`src/rtl/quad_pkg.sv`:
```
`timescale 1ns/1ps
package quad_pkg;

    // Decoder states named after the synchronised {B,A} channel pair
    typedef enum logic [1:0] {
        PH_00 = 2'b00,
        PH_01 = 2'b01,
        PH_11 = 2'b11,
        PH_10 = 2'b10
    } phase_t;

    // Kind of transition seen between two samples
    typedef enum logic [1:0] {
        HOLD      = 2'd0,
        MOVE_FWD  = 2'd1,
        MOVE_BACK = 2'd2,
        SKIP      = 2'd3
    } move_t;

    function automatic phase_t phase_ahead(input phase_t p);
        phase_t n;
        unique case (p)
            PH_00: n = PH_01;
            PH_01: n = PH_11;
            PH_11: n = PH_10;
            PH_10: n = PH_00;
        endcase
        return n;
    endfunction

    function automatic phase_t phase_behind(input phase_t p);
        phase_t n;
        unique case (p)
            PH_00: n = PH_10;
            PH_10: n = PH_11;
            PH_11: n = PH_01;
            PH_01: n = PH_00;
        endcase
        return n;
    endfunction

endpackage

```
`src/rtl/quad_sync.sv`:
```
`timescale 1ns/1ps
module quad_sync #(
    parameter int LANES  = 2,
    parameter int STAGES = 2
) (
    input  logic             clk,
    input  logic             rst_n,
    input  logic [LANES-1:0] async_in,
    output logic [LANES-1:0] sync_out
);

    for (genvar g = 0; g < LANES; g++) begin : g_lane
        logic [STAGES-1:0] chain;
        always_ff @(posedge clk or negedge rst_n) begin
            if (!rst_n) begin
                chain <= '0;
            end else begin
                chain <= {chain[STAGES-2:0], async_in[g]};
            end
        end
        assign sync_out[g] = chain[STAGES-1];
    end

endmodule

```
`src/rtl/quad_phase_fsm.sv`:
```
`timescale 1ns/1ps
module quad_phase_fsm
    import quad_pkg::*;
(
    input  logic       clk,
    input  logic       rst_n,
    input  logic [1:0] pair_ba,
    output logic       evt_valid,
    output logic       evt_up,
    output logic       dir_up
);

    phase_t state;
    phase_t sampled;
    move_t  move;

    assign sampled = phase_t'(pair_ba);

    // Classify the transition from the held state to the new sample
    always_comb begin
        if (sampled == state) begin
            move = HOLD;
        end else if (sampled == phase_ahead(state)) begin
            move = MOVE_FWD;
        end else if (sampled == phase_behind(state)) begin
            move = MOVE_BACK;
        end else begin
            move = SKIP;
        end
    end

    // State register: always follows the sampled pair
    always_ff @(posedge clk or negedge rst_n) begin
        if (!rst_n) begin
            state <= PH_00;
        end else begin
            state <= sampled;
        end
    end

    // Output register: event one cycle ahead of the counter stage
    always_ff @(posedge clk or negedge rst_n) begin
        if (!rst_n) begin
            evt_valid <= 1'b0;
            evt_up    <= 1'b1;
            dir_up    <= 1'b1;
        end else begin
            unique case (move)
                MOVE_FWD: begin
                    evt_valid <= 1'b1;
                    evt_up    <= 1'b1;
                    dir_up    <= 1'b1;
                end
                MOVE_BACK: begin
                    evt_valid <= 1'b1;
                    evt_up    <= 1'b0;
                    dir_up    <= 1'b0;
                end
                HOLD, SKIP: begin
                    evt_valid <= 1'b0;
                end
            endcase
        end
    end

endmodule

```
`src/rtl/quad_pos_counter.sv`:
```
`timescale 1ns/1ps
module quad_pos_counter #(
    parameter int CNT_W = 16
) (
    input  logic             clk,
    input  logic             rst_n,
    input  logic             evt_valid,
    input  logic             evt_up,
    output logic [CNT_W-1:0] position,
    output logic             step_pulse,
    output logic             wrap_pulse
);

    localparam logic [CNT_W-1:0] TOP  = {CNT_W{1'b1}};
    localparam logic [CNT_W-1:0] ONE  = CNT_W'(1);

    logic at_edge;

    assign at_edge = evt_up ? (position == TOP) : (position == '0);

    always_ff @(posedge clk or negedge rst_n) begin
        if (!rst_n) begin
            position   <= '0;
            step_pulse <= 1'b0;
            wrap_pulse <= 1'b0;
        end else begin
            step_pulse <= evt_valid;
            wrap_pulse <= evt_valid && at_edge;
            if (evt_valid) begin
                position <= evt_up ? position + ONE : position - ONE;
            end
        end
    end

endmodule

```
`src/rtl/quad_cascade_counter.sv`:
```
`timescale 1ns/1ps
module quad_cascade_counter #(
    parameter int CNT_W = 16
) (
    input  logic             clk,
    input  logic             rst_n,
    input  logic             ch_a,
    input  logic             ch_b,
    output logic [CNT_W-1:0] position,
    output logic             step_pulse,
    output logic             dir_up,
    output logic             wrap_pulse
);

    logic [1:0] pair_ba;
    logic       evt_valid;
    logic       evt_up;

    quad_sync #(.LANES(2), .STAGES(2)) u_sync (
        .clk      (clk),
        .rst_n    (rst_n),
        .async_in ({ch_b, ch_a}),
        .sync_out (pair_ba)
    );

    quad_phase_fsm u_fsm (
        .clk       (clk),
        .rst_n     (rst_n),
        .pair_ba   (pair_ba),
        .evt_valid (evt_valid),
        .evt_up    (evt_up),
        .dir_up    (dir_up)
    );

    quad_pos_counter #(.CNT_W(CNT_W)) u_cnt (
        .clk        (clk),
        .rst_n      (rst_n),
        .evt_valid  (evt_valid),
        .evt_up     (evt_up),
        .position   (position),
        .step_pulse (step_pulse),
        .wrap_pulse (wrap_pulse)
    );

endmodule

```
`config.mk`:
```
export PLATFORM = sky130hd
export DESIGN_NAME = quad_cascade_counter
export DESIGN_NICKNAME = d
export VERILOG_FILES = /design/src/rtl/quad_pkg.sv /design/src/rtl/quad_sync.sv /design/src/rtl/quad_phase_fsm.sv /design/src/rtl/quad_pos_counter.sv /design/src/rtl/quad_cascade_counter.sv
export SDC_FILE = /design/constraint.sdc
export NUM_CORES = 1
export LEC_CHECK = 0
export BUFFER_PORTS_ARGS = -buffer_cell sky130_fd_sc_hd__buf_2
export CORE_MARGIN = 1
export CORE_UTILIZATION = 35
export DETAILED_ROUTE_END_ITERATION = 10
export GPL_TIMING_DRIVEN = 0
export PLACE_DENSITY = 0.59
export SYNTH_ARGS = -nofsm -noshare
export SYNTH_HDL_FRONTEND = slang
export SYNTH_SLANG_ARGS = --single-unit
```
`constraint.sdc`:
```
create_clock -name clk -period 2.1 [get_ports clk]
set_input_delay 0.21 -clock clk [delete_from_list [all_inputs] [get_ports clk]]
set_output_delay 0.21 -clock clk [all_outputs]
set_load 0.01 [all_outputs]
```
## Word-level counts from Yosys, hierarchy flattened

Index checks and enable logic that the tools add are counted.

- Flip-flop bits (word level): 26
- Output and inout bits: 19
- Input bits: 4
- Logic and storage cells: 39

- Muxes and demuxes: 12
- Reductions and logical operators: 7
- Equal/unequal tests: 10
- Add/subtract/negate cells: 2

Operator list:

| operator | count |
|---|---|
| 16-bit by 1-bit adder with 16-bit output, second input constant | 1 |
| 16-bit == test, second input constant | 1 |
| 16-bit zero test | 1 |
| 16-bit two-way mux | 1 |
| 2-bit one-hot mux with 4 select lines | 2 |
| 16-bit by 1-bit subtractor with 16-bit output, second input constant | 1 |
| 2-bit two-way mux | 5 |
| 2-bit == test, second input constant | 4 |
| 2-bit == test | 3 |
| 2-bit by 1-bit == test with 1-bit output, second input constant | 2 |
| 2-bit zero test | 2 |
| 1-bit one-hot mux with 2 select lines | 2 |
| 2-bit OR reduction | 2 |
| 1-bit two-way mux | 2 |
| 2-bit nonzero test | 1 |
| 1-bit logical AND | 1 |

## Longest topological paths before layout

- Depth after elaboration: 13
- Gate-level depth with buffers: 8
- Mapped depth without buffers: 7

## By module

Synthesis repeated with hierarchy kept, for this count alone.

- Cells, all modules: 196
- Area, all modules: 1879.3 sq um

By module, submodules not included:

| module | cells each | times used | area an instance (sq um) | sequential area each (sq um) |
|---|---|---|---|---|
| quad_pos_counter | 172 | 1 | 1581.5 | 450.4 |
| quad_phase_fsm | 18 | 1 | 182.7 | 101.3 |
| quad_sync | 6 | 1 | 115.1 | 100.1 |

## Least setup slack after synthesis

Ideal clock, no wire load.

- Path kind: reg-to-reg
- Start point: register u_fsm.evt_up
- End point: register u_cnt.position[15]
- Slack: -0.251 ns
- Arrival: 2.262 ns
- Data required time: 2.010 ns
- Library setup time: 0.090 ns
- Period minus slack after synthesis: 2.351 ns
- Path buffers: 1
- Stages on the path, launching flop included: 9
- Path through: dfstp_2 > inv_1 > ha_1 > buf_6 > a21o_1 > o21bai_1 > a221o_1 > a211o_1 > o2111ai_1

- Cells in the longest elaborated chain, start to end: 1

RTL lines:

| what | line | text |
|---|---|---|
| start, declared | quad_phase_fsm.sv:9 | `output logic evt_up,` |
| start signal, assigned | quad_phase_fsm.sv:45 | `evt_up <= 1'b1;` |
| start signal, assigned | quad_phase_fsm.sv:51 | `evt_up <= 1'b1;` |
| start signal, assigned | quad_phase_fsm.sv:56 | `evt_up <= 1'b0;` |
| 16-bit two-way mux | quad_pos_counter.sv:30 | `position <= evt_up ? position + ONE : position - ONE;` |
| end signal, assigned | quad_pos_counter.sv:30 |  |
| end, declared | quad_pos_counter.sv:9 | `output logic [CNT_W-1:0] position,` |

Every way passes these cells.
A chain may end at the register's enable or synchronous reset.

## Worst setup path after layout

- Start point: register u_fsm.evt_up
- End point: register u_cnt.position[11]

The elaborated chain is that of the path after synthesis.

==> metrics.txt <==
DRC=0; crit path launch type=flip-flop; failing checks=negative setup slack; number of max-cap violations=0; First-pass DRT Iterations=4; Yosys cell types=48; antenna-violating nets left=0; share of post-route cells with drive strength above 1=40.2%; RePlAce Congestion=0.846; syn nets=217; # rows=26; Ant. Diodes=0; Clock Skew=0.00594 ns; final setup fails=12; Tightest Hold Check Type=in -> reg; Primary FF master, synth=dfrtp_1; drt initial violations=91; Synth Instances=197; FMAX=416 MHz; die width=74.6 um; Worst-Margin Slew=0.615 ns; clk buf depth=2; # clock sinks=26; routed len/inst=16.6 um; Seq cells post-synth=26; PwrDens=2060 nW/um^2; Synth warnings=0; root buffer cell=clkbuf_8; GR Overflow Total=0; clock latency on the worst-skew pair=0.28 ns; sequential area share after synthesis=35.3%; Setup crit end kind=flip-flop; Avg Inst Size Synth=9.37 um^2; CTS H-tree depth=1; RSZ-0062 raised after global routing=true; CTS tree=built; FFs w/ async S/R, synth=100%; Area contributors post-synth=dfrtp_1, ha_1, mux2_2, nand2_1, a21oi_1; status=complete, but fails checks; clk slew on worst S/H paths=0.10 ns; IR drop worst, VDD=960 uV; area of the core=5110 um^2; Cell Area, Synth=1850 um^2; initial antenna violation count=0; Max Slew Vio Count=0; first-pass GRT wire length=8250 um; Post-synth EDFFs=0; global-route usage over all layers=19.8%; Slew HR=59.0%; Final Worst Setup Slack=-0.303 ns; most numerous cell in the Yosys netlist=dfrtp_1; number of I/O pins=23; fin nets=265; PortBufs=22; die area=5570 um^2; Final Hold Viols=0; Post-Layout Cell Count=314; fin crit share=114%; Worst EP arrival=2.57 ns; vias in the first global route=1,617; drt total wl=5220 um; worst setup path class=reg -> reg; Data required, critical path=2.27 ns; number of CTS-inserted buffers=3; CP Max Fanout=8; total leakage power=1.09 nW; via count=1,754; DIE HEIGHT=74.6 um; area grow syn2layout=42.4%; Final HPWL DP=3120 um; Post-synth top cells=dfrtp_1, nand2_1, ha_1; area leader, netlist=dfrtp_1; Vias per Instance=5.59; clock period minus worst slack=2.40 ns; Placed Cells=289; WHS=0.0310 ns; Initial Util=36.2%; Yosys top cell area share=33.9%; largest net degree at the start of global routing=27
[power breakdown]
part | internal, W | total (W) | switching (W)
registers | 0.000699 | 0.00101 | 0.000309
logic | 0.00204 | 0.00398 | 0.00193
clock network | 0.000255 | 0.000425 | 0.000170
total | 0.00300 | 0.00541 | 0.00241
[metal layers]
| metal | global-route usage, % | part of all wire, % |
|---|---|---|
| met1 | 28.3 | 46 |
| met2 | 32.2 | 49 |
| met3 | 2.01 | 3.9 |
| met4 | 5.24 | 0.98 |
| met5 | 0 | 0 |
[registers in the layout, indices dropped and copies added, names as in the netlist]
signal and flops:
u_sync.g_lane.chain 4, u_cnt.step_pulse 1, u_cnt.wrap_pulse 1, u_fsm.evt_up 1, u_cnt.position 16, u_fsm.evt_valid 1
u_fsm.state 2
[worst paths after layout]
kind                                              to  slack (ns)  cells past startpoint                 startpoint
setup / recovery                  u_cnt.position[11]       -0.30                     10               u_fsm.evt_up
hold / removal             u_sync.g_lane[1].chain[0]        0.03                      1                       ch_b
setup reg to reg                  u_cnt.position[11]       -0.30                     10               u_fsm.evt_up
hold reg to reg            u_sync.g_lane[0].chain[1]        0.36                      0  u_sync.g_lane[0].chain[0]
max in group asynchronous          u_cnt.position[2]        1.23                      2                      rst_n
min in group asynchronous          u_cnt.position[8]        0.47                      2                      rst_n
[what timing repair did]
| item | CTS | global route |
|---|---|---|
| buffers inserted | 17 | 6 |
| gates resized for setup | 43 | 15 |
| endpoints found under the setup margin | 13 | 12 |
| hold buffers | 1 | 0 |
| endpoints found under the hold margin | 25 | 0 |
| pin swaps | 18 | 10 |
[cells in the final DEF, fill, tap and decap left out, types with 5 or more instances in the layout]
cell type,n
mux2_2,5
nand4_1,8
buf_4,15
nand2_1,15
o211ai_1,5
o21ai_0,8
buf_2,23
buf_6,6
inv_1,10
dfrtp_1,25
nor3_1,5
xnor2_1,6
a21oi_1,8
nand3_1,6
ha_4,11
nor2_1,10
[logic make-up (layout without fill, tap and decap cells)]
group | count (synthesis) | after routing | synth area share (%)
fa+ha+maj | 16 | 16 | 11.2
flops | 26 | 26 | 35.3
compound gates | 55 | 55 | 21.0
simple gates | 64 | 64 | 18.2
mux | 10 | 10 | 5.96
xor+xnor | 9 | 9 | 4.27
buf+inv | 17 | 64 | 4.06
[worst max-delay path, cell delays in order, from the launching register on]
cell,delay (ns)
dfstp_2,0.57
clkinvlp_4,0.09
buf_12,0.15
buf_12,0.15
ha_4,0.18
a211oi_4,0.26
o211ai_1,0.17
buf_4,0.19
a31oi_4,0.18
xnor2_1,0.09
mux2_4,0.26
[stage by stage]
step | instance area [um^2] | power (W) | utilization, % | setup TNS (ns) | setup WS [ns]
after floorplan | 1850 | 0.00292 | - | -1.36 | -0.251
after global placement | 2040 | 0.00353 | 40.0 | -4.87 | -0.520
after detailed placement | 2040 | 0.00354 | 40.0 | -4.88 | -0.522
after CTS | 2510 | 0.00496 | 49.1 | -1.61 | -0.212
after global routing | 2630 | 0.00580 | 51.5 | -3.42 | -0.363
final | 2630 | 0.00541 | 51.5 | -2.53 | -0.303
[layout make-up]
cell class / count / area (um^2)
Fill cell: 483 / 2480
Multi-Input combinational cell: 154 / 1420
Sequential cell: 26 / 652
Timing Repair Buffer: 45 / 329
Tap cell: 70 / 87.6
Inverter: 12 / 48.8
Clock buffer: 3 / 41.3
Clock inverter: 1 / 30.0
Buffer: 3 / 20.0
Note: power is estimated with default switching activity, not from simulation.
